==> src/rtl/irqc_pkg.sv <==
package irqc_pkg;
  localparam int LINES  = 8;
  localparam int IDX_W  = $clog2(LINES);
  localparam int VEC_W  = 8;
  localparam int BASE_W = VEC_W - IDX_W;

  typedef struct packed {
    logic             hit;
    logic [IDX_W-1:0] idx;
  } pick_t;

  // Lowest set index wins.
  function automatic pick_t first_set(input logic [LINES-1:0] v);
    pick_t p;
    p = '0;
    for (int i = LINES - 1; i >= 0; i--) begin
      if (v[i]) begin
        p.hit = 1'b1;
        p.idx = IDX_W'(i);
      end
    end
    return p;
  endfunction

  // One-hot of the highest-priority (lowest index) set bit.
  function automatic logic [LINES-1:0] top_bit(input logic [LINES-1:0] v);
    return v & (~v + LINES'(1));
  endfunction

  function automatic logic [VEC_W-1:0] make_vec(input logic [BASE_W-1:0] base,
                                                input logic [IDX_W-1:0]  idx);
    return {base, idx};
  endfunction
endpackage

==> src/rtl/irqc_req_stage.sv <==
module irqc_req_stage
  import irqc_pkg::*;
#(
  parameter int CASCADE_PIN  = 2,
  parameter int REDIRECT_PIN = 1
) (
  input  logic               clk,
  input  logic               rst_n,
  input  logic [2*LINES-1:0] raw_i,
  output logic [LINES-1:0]   m_req_o,
  output logic [LINES-1:0]   s_req_o
);
  logic [LINES-1:0] m_d, s_d;

  always_comb begin
    m_d = raw_i[LINES-1:0];
    m_d[CASCADE_PIN] = 1'b0;
    s_d = raw_i[2*LINES-1:LINES];
    s_d[REDIRECT_PIN] = raw_i[LINES + REDIRECT_PIN] | raw_i[CASCADE_PIN];
  end

  always_ff @(posedge clk) begin
    if (!rst_n) begin
      m_req_o <= '0;
      s_req_o <= '0;
    end else begin
      m_req_o <= m_d;
      s_req_o <= s_d;
    end
  end
endmodule

==> src/rtl/irqc_unit.sv <==
module irqc_unit
  import irqc_pkg::*;
#(
  parameter logic [BASE_W-1:0] BASE = BASE_W'(4)
) (
  input  logic             clk,
  input  logic             rst_n,
  input  logic [LINES-1:0] req_i,
  input  logic             ack_i,
  input  logic             eoi_i,
  output logic             intr_o,
  output logic [IDX_W-1:0] win_o,
  output logic [VEC_W-1:0] vec_o
);
  logic [LINES-1:0] isr_q, isr_d, open_line, eligible;
  pick_t            pick;
  logic             ack_taken;

  generate
    for (genvar i = 0; i < LINES; i++) begin : g_open
      assign open_line[i] = ~|isr_q[i:0];
    end
  endgenerate

  assign eligible  = req_i & open_line;
  assign pick      = first_set(eligible);
  assign intr_o    = pick.hit;
  assign win_o     = pick.idx;
  assign vec_o     = make_vec(BASE, pick.idx);
  assign ack_taken = ack_i & pick.hit;

  always_comb begin
    isr_d = isr_q;
    if (eoi_i) isr_d = isr_d & ~top_bit(isr_q);
    if (ack_taken) isr_d[pick.idx] = 1'b1;
  end

  always_ff @(posedge clk) begin
    if (!rst_n) isr_q <= '0;
    else        isr_q <= isr_d;
  end

  assert_winner_not_served_R5: assert property (@(posedge clk) disable iff (!rst_n)
    intr_o |-> !isr_q[win_o]);

  assert_ack_marks_R5: assert property (@(posedge clk) disable iff (!rst_n)
    (ack_i && intr_o && !eoi_i) |=> isr_q[$past(win_o)]);

  assert_eoi_drops_one_R6: assert property (@(posedge clk) disable iff (!rst_n)
    (eoi_i && !ack_i && (|isr_q)) |=> ($countones(isr_q) == $countones($past(isr_q)) - 1));

  assert_isr_held_R9: assert property (@(posedge clk) disable iff (!rst_n)
    (!(ack_i && intr_o) && !eoi_i) |=> (isr_q == $past(isr_q)));
endmodule

==> src/rtl/irqc_cascade.sv <==
module irqc_cascade
  import irqc_pkg::*;
#(
  parameter logic [BASE_W-1:0] MASTER_BASE = BASE_W'(4),
  parameter logic [BASE_W-1:0] SLAVE_BASE  = BASE_W'(5),
  parameter int                CASCADE_PIN = 2,
  parameter int                REDIRECT_PIN = 1
) (
  input  logic               clk,
  input  logic               rst_n,
  input  logic [2*LINES-1:0] req_i,
  input  logic               inta_i,
  input  logic               eoi_master_i,
  input  logic               eoi_slave_i,
  output logic               intr_o,
  output logic               vec_valid_o,
  output logic [VEC_W-1:0]   vec_o
);
  logic [LINES-1:0] m_req_s, s_req_s, m_req;
  logic             s_intr, m_intr, s_ack, cascade_win;
  logic [IDX_W-1:0] m_win, s_win;
  logic [VEC_W-1:0] m_vec, s_vec;

  irqc_req_stage #(.CASCADE_PIN(CASCADE_PIN), .REDIRECT_PIN(REDIRECT_PIN)) u_stage (
    .clk(clk), .rst_n(rst_n), .raw_i(req_i), .m_req_o(m_req_s), .s_req_o(s_req_s));

  irqc_unit #(.BASE(SLAVE_BASE)) u_slave (
    .clk(clk), .rst_n(rst_n), .req_i(s_req_s), .ack_i(s_ack), .eoi_i(eoi_slave_i),
    .intr_o(s_intr), .win_o(s_win), .vec_o(s_vec));

  generate
    for (genvar i = 0; i < LINES; i++) begin : g_mreq
      if (i == CASCADE_PIN) begin : g_link
        assign m_req[i] = s_intr;
      end else begin : g_pass
        assign m_req[i] = m_req_s[i];
      end
    end
  endgenerate

  irqc_unit #(.BASE(MASTER_BASE)) u_master (
    .clk(clk), .rst_n(rst_n), .req_i(m_req), .ack_i(inta_i), .eoi_i(eoi_master_i),
    .intr_o(m_intr), .win_o(m_win), .vec_o(m_vec));

  assign cascade_win = m_intr && (m_win == IDX_W'(CASCADE_PIN));
  assign s_ack       = inta_i && cascade_win;
  assign intr_o      = m_intr;
  assign vec_valid_o = inta_i && m_intr;
  assign vec_o       = !vec_valid_o ? '0 : (cascade_win ? s_vec : m_vec);

  assert_bus_quiet_R4: assert property (@(posedge clk) disable iff (!rst_n)
    !vec_valid_o |-> (vec_o == '0));

  assert_slave_vector_R7: assert property (@(posedge clk) disable iff (!rst_n)
    (vec_valid_o && cascade_win) |-> (vec_o[VEC_W-1:IDX_W] == SLAVE_BASE && s_intr));

  assert_no_ack_no_vec_R9: assert property (@(posedge clk) disable iff (!rst_n)
    (inta_i && !intr_o) |-> !vec_valid_o);
endmodule

==> config.mk <==
export PLATFORM = sky130hd
export DESIGN_NAME = irqc_cascade
export DESIGN_NICKNAME = d
export VERILOG_FILES = /design/src/rtl/irqc_pkg.sv /design/src/rtl/irqc_req_stage.sv /design/src/rtl/irqc_unit.sv /design/src/rtl/irqc_cascade.sv
export SDC_FILE = /design/constraint.sdc
export NUM_CORES = 1
export LEC_CHECK = 0
export BUFFER_PORTS_ARGS = -buffer_cell sky130_fd_sc_hd__buf_2
export CAP_MARGIN = 15
export CORE_MARGIN = 2
export CORE_UTILIZATION = 38
export DETAILED_ROUTE_END_ITERATION = 10
export PLACE_DENSITY = 0.63
export SLEW_MARGIN = 40
export SYNTH_ARGS = -nofsm -noshare
export SYNTH_HDL_FRONTEND = slang
export SYNTH_SLANG_ARGS = --single-unit
==> constraint.sdc <==
create_clock -name clk -period 3.4 [get_ports clk]
set_input_delay 0.17 -clock clk [delete_from_list [all_inputs] [get_ports clk]]
set_output_delay 0.17 -clock clk [all_outputs]
set_load 0.01 [all_outputs]
Yosys cells after proc, flatten, opt, wreduce, memory -nomap -nowiden
Cells that the tools add are included.

storage, ports and cells
  register bits = 31
  output and inout bits = 10
  word-level logic and storage cells = 87

operators by class
  $add $sub $neg = 2
  order comparisons = 4
  equal/unequal tests = 1
  multiplexer cells = 26
  bitwise gates (word level) = 15
  reductions and logical operators = 35

operators by type and width
  kind                   count
  $mux W4                17
  $and A8 B8 Y8          6
  $mux W8                4
  $not A8 Y8             4
  $add A8 B1 Y8 const B  2
  $logic_not A1 Y1       16
  $or A8 B8 Y8           2
  $reduce_or A8 Y1       2
  $reduce_or A7 Y1       2
  $reduce_or A6 Y1       2
  $reduce_or A5 Y1       2
  $lt A3 B4 Y1 const B   2
  $reduce_or A4 Y1       2
  $demux W1 S3           2
  $ge A3 B1 Y1 const B   2
  $mux W6                1
  $reduce_or A3 Y1       2
  $logic_and A1 B1 Y1    5
  $reduce_or A2 Y1       2
  $eq A3 B2 Y1 const B   1
  $and A1 B1 Y1          2
  $mux W1                2
  $or A1 B1 Y1           1

Longest topological paths before layout
Gate-level depths: netlist of the first run.

  depth after elaboration = 26
  mapped depth = 7
  gate-level depth less buffers = 6

Modules after synthesis
A second synthesis of the first run with hierarchy kept.

second synthesis, totals
  cells, all modules = 209
  area total of the unflattened synthesis = 1746.7 sq um

by module, submodules not included
  module          times used  cells each  area each (sq um)
  irqc_unit       2           72          540.5
  irqc_req_stage  1           33          430.4
  irqc_cascade    1           32          235.2

Least setup slack after synthesis of the first run
Ideal clock, no wire load.

  path kind = reg2out
  start = register u_slave.isr_q[1]
  end = output port vec_o[2]
  data arrival time = 1.567 ns
  required time = 3.230 ns
  path slack = 1.663 ns
  stages on the path, launching flop included = 6
  buffers on the path = 0
  path through = dfxtp_1 -> nor3_2 -> and2_1 -> o21ai_4 -> o31a_1 -> nor4bb_1

on the way
  longest elaborated chain between the ends = 19
  elaborated cells between the ends (all ways) = 32

RTL lines
  what                     RTL line            text
  from (decl)              irqc_unit.sv:15     logic [LINES-1:0] isr_q, isr_d, open_line, eligible;
  from (signal assigned)   irqc_unit.sv:40     else isr_q <= isr_d;
  $reduce_or A8 Y1         irqc_unit.sv:21     assign open_line[i] = ~|isr_q[i:0];
  $logic_not A1 Y1         irqc_unit.sv:21
  $and A8 B8 Y8 *          irqc_unit.sv:25     assign eligible = req_i & open_line;
  $mux W4 (6 in series)    irqc_pkg.sv:17      if (v[i]) begin
  $mux W4 * (2 in series)  irqc_pkg.sv:17
  $and A8 B8 Y8            irqc_unit.sv:25
  $mux W4 (3 in series)    irqc_pkg.sv:17
  $eq A3 B2 Y1             irqc_cascade.sv:45  assign cascade_win = m_intr && (m_win == IDX_W'(CASCADE_PIN));
  $logic_and A1 B1 Y1      irqc_cascade.sv:45
  $mux W4                  irqc_cascade.sv:49  assign vec_o = !vec_valid_o ? '0 : (cascade_win ? s_vec : m_vec);
  $mux W6 *                irqc_cascade.sv:49
  to (decl)                irqc_cascade.sv:17  output logic [VEC_W-1:0] vec_o

Every way passes the cells marked *; elsewhere a longest branch is shown, timed or not.

Final worst setup path of the first run
  start = register u_slave.isr_q[1]
  end = output port vec_o[1]

Same word-level chain as after synthesis.

==> results of run 1 <==
## layer usage
metal / track usage [%] / up-vias
met4: 9.50 / 0
li1: - / 707
met5: 0 / -
met1: 21.4 / 591
met2: 24.2 / 39
met3: 4.28 / 8
## cell usage after synthesis, types with 3 or more instances
library cell  number
and2_1            20
o21a_1             5
nor2_1            13
o21ai_0           11
buf_4              4
nand2b_1           3
nand3_1            7
dfxtp_1           31
nand4_1            6
clkbuf_1           5
o21ai_1            3
nor2b_1            6
inv_1              8
a21boi_1           5
o211ai_1           3
nand2_1           11
a21oi_1            7
## cell families after synthesis
group	Yosys count	synth area share, %
buf+inv	17	5.00
other cells	1	0.238
simple gates	84	31.5
mux	1	0.634
compound gates	52	23.3
flops	31	39.3
## per-stage QoR
stage          setup slack (ns)  total power, mW  hold WS (ns)
3_5_place_dp               1.42            0.555         0.370
6_report                   1.10            0.803        0.0879
3_3_place_gp               1.47            0.555         0.370
4_1_cts                    1.10            0.814        0.0800
5_1_grt                   0.960            0.849        0.0841
2_1_floorplan              1.66            0.515         0.280
## cell usage in the layout, fill, tap and decap left out, drive strengths merged, types with 2 or more instances in the layout
cell type  synthesis  routed
nand4              6       6
dfxtp             31      31
conb               1       3
o21a               5       5
a21boi             7       7
inv                8       8
a21oi              8       8
nand2             12      12
clkbuf             5       6
o21bai             2       2
o311a              2       2
o31a               2       2
nand2b             3       3
nor2b              6       6
nor2              15      15
nand3              7       7
and2              21      21
nor4b              2       2
o211ai             3       3
buf                4      27
o21ai             15      15
nor3               3       3
## flip-flops by register name, indices dropped and copies added, names as in the netlist
name and count:
u_stage.m_req_o 7, u_slave.isr_q 8, u_stage.s_req_o 8, u_master.isr_q 8
## layout make-up
| class | count | share of cell area (%) |
|---|---|---|
| clock buffer | 6 | 4.02 |
| multi-input combinational | 140 | 49.0 |
| tap | 50 | 3.46 |
| inverter | 8 | 1.66 |
| sequential | 31 | 34.3 |
| timing repair buffer | 27 | 7.48 |
## report_power, final
part / internal (mW) / leakage (nW) / switching [mW] / total (mW)
logic: 0.0685 / 0.428 / 0.0888 / 0.157
registers: 0.378 / 0.254 / 0.0125 / 0.390
clock network: 0.136 / 0.0371 / 0.120 / 0.256
## path summary, 6_finish.rpt
| kind | to | cells after the start | from | slack, ns |
|---|---|---|---|---|
| max reg2reg | u_master.isr_q[6]$_SDFF_PN0_ | 6 | u_master.isr_q[0]$_SDFF_PN0_ | 1.54 |
| min reg2reg | u_slave.isr_q[7]$_SDFF_PN0_ | 2 | u_slave.isr_q[7]$_SDFF_PN0_ | 0.48 |
| max | vec_o[1] | 7 | u_slave.isr_q[1]$_SDFF_PN0_ | 1.10 |
| min | u_stage.s_req_o[1]$_SDFF_PN0_ | 2 | req_i[9] | 0.09 |
==> results.py, run 1 <==
metrics = {
    "status": {
        "outcome": "finished, final reports clean",
    },
    "die": {
        "io_pins": 31,
        "die_y_um": 68.4,
        "start_util_pct": 39.4,
        "dieArea_um2": 4680,
        "num_rows": 23,
        "die_x_um": 68.4,
        "coreArea_um2": 4000,
    },
    "setup_path": {
        "path_cells": "nor3_2 > o21a_1 > nor2_4 > a21oi_1 > a21boi_1 > o311a_1 > buf_2",
        "path_delay_family": "compound AO/OA/AOI/OAI gates",
        "cpMaxStageDelayCell": "o311a_1",
        "critical_path_required_ns": 3.23,
        "cp.buffers_inverters": 1,
        "end_kind": "output port",
        "cp_max_fo": 9,
        "start_kind": "register",
        "critical_path_arrival_ns": 2.13,
        "critical_path_class": "reg2out",
        "critPathMaxStageDelay_ns": 0.37,
    },
    "final_layout": {
        "drive_gt1_share_pct": 20.3,
        "fin_nets": 234,
        "multiInputGateArea_um2": 886,
        "regArea_um2": 621,
        "design_area_um2": 1810,
        "syn_to_final_growth_pct": 14.5,
        "insertedDiodeCount": 0,
        "fill_cells": 411,
        "post-route-util_pct": 45.2,
        "final_cell_count_no_fill": 262,
    },
    "sta": {
        "rsz0062_at_grt": "false",
        "finalSetupViolCount": 0,
        "maxSlewHeadroom_pct": 64.9,
        "skew_ns": 0.00464,
        "max_freq_mhz": 434,
        "tightest_slew_ns": 0.522,
        "finalSetupTns_ns": 0,
        "min_period_ns": 2.30,
        "maxSlewViolCount": 0,
        "finalHoldViolations": 0,
        "finalCritPeriodShare_pct": 67.7,
    },
    "placement": {
        "port_buffers": 27,
        "dp_hpwl_um": 2420,
        "place_area_um2": 1730,
        "place_inst": 256,
        "gp_congestion": 0.865,
    },
    "pwr": {
        "ir_drop_uv": 209,
        "p_leak_nw": 0.719,
        "pwr_density_cell_nw_per_um2": 445,
    },
    "yosys": {
        "synth-seq-cells": 31,
        "synth-main-ff-cell": "dfxtp_1",
        "synth_edf_count": 0,
        "ys.warnings.count": 0,
        "syn_avg_cell_area_um2": 8.48,
        "syn_inst": 186,
        "synth_top_area_cell": "dfxtp_1",
        "syn-cell-area_um2": 1580,
        "async_flop_share_pct": 0,
        "seq_area_frac_synth_pct": 39.3,
        "netlist.area_leader.share_pct": 39.3,
        "yosysUniqueCellTypes": 48,
        "ys_top_cells_by_area": "dfxtp_1, and2_1, o21ai_0",
    },
    "detailed_routing": {
        "antenna_left": 0,
        "via_count": 1345,
        "avgViaCountPerCell": 5.13,
        "drt_iter0_drc": 102,
        "wl_met2_um": 1360,
        "drc": 0,
        "wl_per_cell_um": 12.4,
        "wl_um": 3250,
        "top_signal_layer_used": "met4",
        "first_pass_iters": 4,
        "m1WireLength_um": 1600,
        "wl_met3_um": 190,
    },
    "clocking": {
        "cts_tree": "built",
        "post_cts_buffers": 0,
        "numCtsBuffers": 5,
        "clockRootBuffer": "clkbuf_8",
        "post_cts_resize_count": 0,
        "htreeDepth": 2,
        "clk_pin_slew_ns": 0.06,
        "clk-insertion-delay-late_ns": 0.28,
        "ctsHoldBuffers": 0,
        "cts.sinks": 31,
        "cts_buffer_depth": 2,
    },
    "worst_hold_path": {
        "min_path_type": "in2reg",
    },
    "global_route": {
        "grt_pass1_wl_um": 5660,
        "grt_max_degree": 34,
        "gr-total-overflow": 0,
        "grt_pass1_vias": 1274,
        "antenna_found_initial": 0,
        "grtUsageTotal_pct": 16.4,
    },
    "flow_run": {
        "drv_cap": 0,
    },
}
Power figures use the tool's default switching activity.
==> run 2, diff against run 1 <==
--- a/config.mk
+++ b/config.mk
@@ -10,7 +10,7 @@
 export CORE_MARGIN = 2
 export CORE_UTILIZATION = 38
 export DETAILED_ROUTE_END_ITERATION = 10
-export PLACE_DENSITY = 0.63
+export PLACE_DENSITY = 0.65
 export SLEW_MARGIN = 40
 export SYNTH_ARGS = -nofsm -noshare
 export SYNTH_HDL_FRONTEND = slang
==> constraint.sdc (replaced) <==
create_clock -name clk -period 1.85 [get_ports clk]
set_input_delay 0.0925 -clock clk [delete_from_list [all_inputs] [get_ports clk]]
set_output_delay 0.0925 -clock clk [all_outputs]
set_load 0.01 [all_outputs]
==> results.py, run 2 (synthesis gave the netlist of run 1 again) <==
metrics = {
    "detailed_routing": {
        "first_pass_iters": 6,
        "antenna_left": 0,
        "drc": 0,
        "drt_iter0_drc": 52,
        "avgViaCountPerCell": 4.98,
        "wl_um": 3900,
        "via_count": 1500,
        "wl_per_cell_um": 13.0,
    },
    "placement": {
        "pre_cts_slack_ns": -0.00911,
        "place_inst": 272,
        "dp_hpwl_um": 2630,
        "port_buffers": 27,
        "gp_congestion": 0.825,
    },
    "sta": {
        "finalCritPeriodShare_pct": 110,
        "maxSlewViolCount": 0,
        "setup_ws_ns": -0.193,
        "finalSetupViolCount": 8,
        "skew_ns": 0.00356,
        "max_freq_mhz": 490,
        "finalHoldViolations": 0,
        "hold_slack_ns": 0.0142,
        "min_period_ns": 2.04,
        "rsz0062_at_grt": "true",
    },
    "die": {
        "start_util_pct": 39.4,
        "dieArea_um2": 4680,
        "num_rows": 23,
        "die_x_um": 68.4,
        "coreArea_um2": 4000,
        "io_pins": 31,
        "die_y_um": 68.4,
    },
    "final_layout": {
        "fin_nets": 271,
        "layout_commonest_cell": "dfxtp_1",
        "post-route-util_pct": 55.6,
        "final_cell_count_no_fill": 301,
        "mostFrequentLayoutCells": "dfxtp_1, buf_2, buf_4",
        "drive_gt1_share_pct": 32.7,
        "fill_cells": 356,
        "insertedDiodeCount": 0,
        "syn_to_final_growth_pct": 41.1,
        "reg_top3": "u_master.isr_q x8, u_slave.isr_q x8, u_stage.s_req_o x8",
    },
    "setup_path": {
        "reg2regPathDepth": 9,
        "cpMaxStageDelayCell": "dfxtp_1",
        "cp.buffers_inverters": 1,
        "path_delay_family": "compound AO/OA/AOI/OAI gates",
        "path_depth": 6,
        "path_cells": "nand2b_1 > a21oi_1 > nor2_1 > and4b_1 > o311a_1 > buf_2",
        "end_kind": "output port",
        "critical_path_required_ns": 1.76,
        "critical_path_arrival_ns": 1.95,
        "cp_max_fo": 5,
        "critical_path_class": "reg2out",
        "start_kind": "register",
        "critPathMaxStageDelay_ns": 0.36,
    },
    "clocking": {
        "cts_tree": "built",
        "clk-insertion-delay-late_ns": 0.29,
        "clk_pin_slew_ns": 0.06,
        "clockRootBuffer": "clkbuf_8",
        "cts_buffer_depth": 2,
        "numCtsBuffers": 5,
        "cts.sinks": 31,
        "htreeDepth": 2,
    },
    "global_route": {
        "grt_pass1_wl_um": 6490,
        "grt_pass1_vias": 1446,
        "antenna_found_initial": 0,
        "grt_max_degree": 33,
        "gr-total-overflow": 0,
        "grtUsageTotal_pct": 18.9,
    },
    "flow_run": {
        "drv_cap": 0,
    },
    "pwr": {
        "ir_drop_uv": 565,
        "power_mw": 1.75,
        "p_leak_nw": 0.938,
        "pwr_density_cell_nw_per_um2": 786,
    },
    "status": {
        "outcome": "complete, but fails checks",
        "violations": "setup timing",
    },
    "worst_hold_path": {
        "hold_depth": 2,
        "min_path_type": "in2reg",
    },
}
[run 2: cell count changes in the layout (fill, tap and decap cells not counted), sizes merged]
| cell | delta |
|---|---|
| buf | +23 |
| clkbuf | +2 |
| dlygate4sd3 | +14 |
[run 2: cell type report]
type                       instances  area (um^2)  area share, %
clock buffer                       8          100           4.50
tap                               50         62.6           2.81
timing repair buffer              64          459           20.6
sequential                        31          624           28.0
inverter                           8         30.0           1.35
multi-input combinational        140          950           42.7
[run 2: repair_timing]
item	in CTS	in global routing
hold endpoints to repair	13	0
endpoints found under the setup margin	7	11
pin swaps	11	6
buffers inserted	6	1
resized for setup	14	7
hold buffers	14	0
cloned	0	0
[run 2: layer usage]
layer	track usage (%)	part of all wire, %
met5	0	0
met4	9.75	2.2
met3	5.26	4.5
met2	28.5	45
met1	24.4	49
[run 2: metrics by stage]
stage / area [um^2] / TNS (ns)
after global routing: 2230 / -1.90
final: 2230 / -0.972
after detailed placement: 1850 / -0.0126
after floorplan: 1590 / 0
after CTS: 2190 / -1.48
after global placement: 1850 / -0.0222
[run 2: worst register-to-register path, cell delays in order (launching register included)]
cell,delay [ns]
dfxtp_1,0.35
or3_2,0.55
a21oi_2,0.17
buf_4,0.14
o21bai_1,0.07
buf_4,0.14
buf_6,0.10
buf_6,0.10
buf_6,0.10
o21ai_1,0.11
[run 2: power by group]
group          switching [mW]  leakage (nW)  internal (mW)
clock network           0.248        0.0515          0.339
logic                   0.207         0.631          0.236
registers              0.0239         0.256          0.695
[run 2: path summary, 6_finish.rpt]
kind | slack (ns) | to | start
max | -0.19 | vec_o[1] | u_master.isr_q[1]$_SDFF_PN0_
min | 0.01 | u_stage.s_req_o[5]$_SDFF_PN0_ | req_i[13]
min reg2reg | 0.49 | u_slave.isr_q[7]$_SDFF_PN0_ | u_slave.isr_q[7]$_SDFF_PN0_
max reg2reg | -0.06 | u_master.isr_q[6]$_SDFF_PN0_ | u_master.isr_q[2]$_SDFF_PN0_
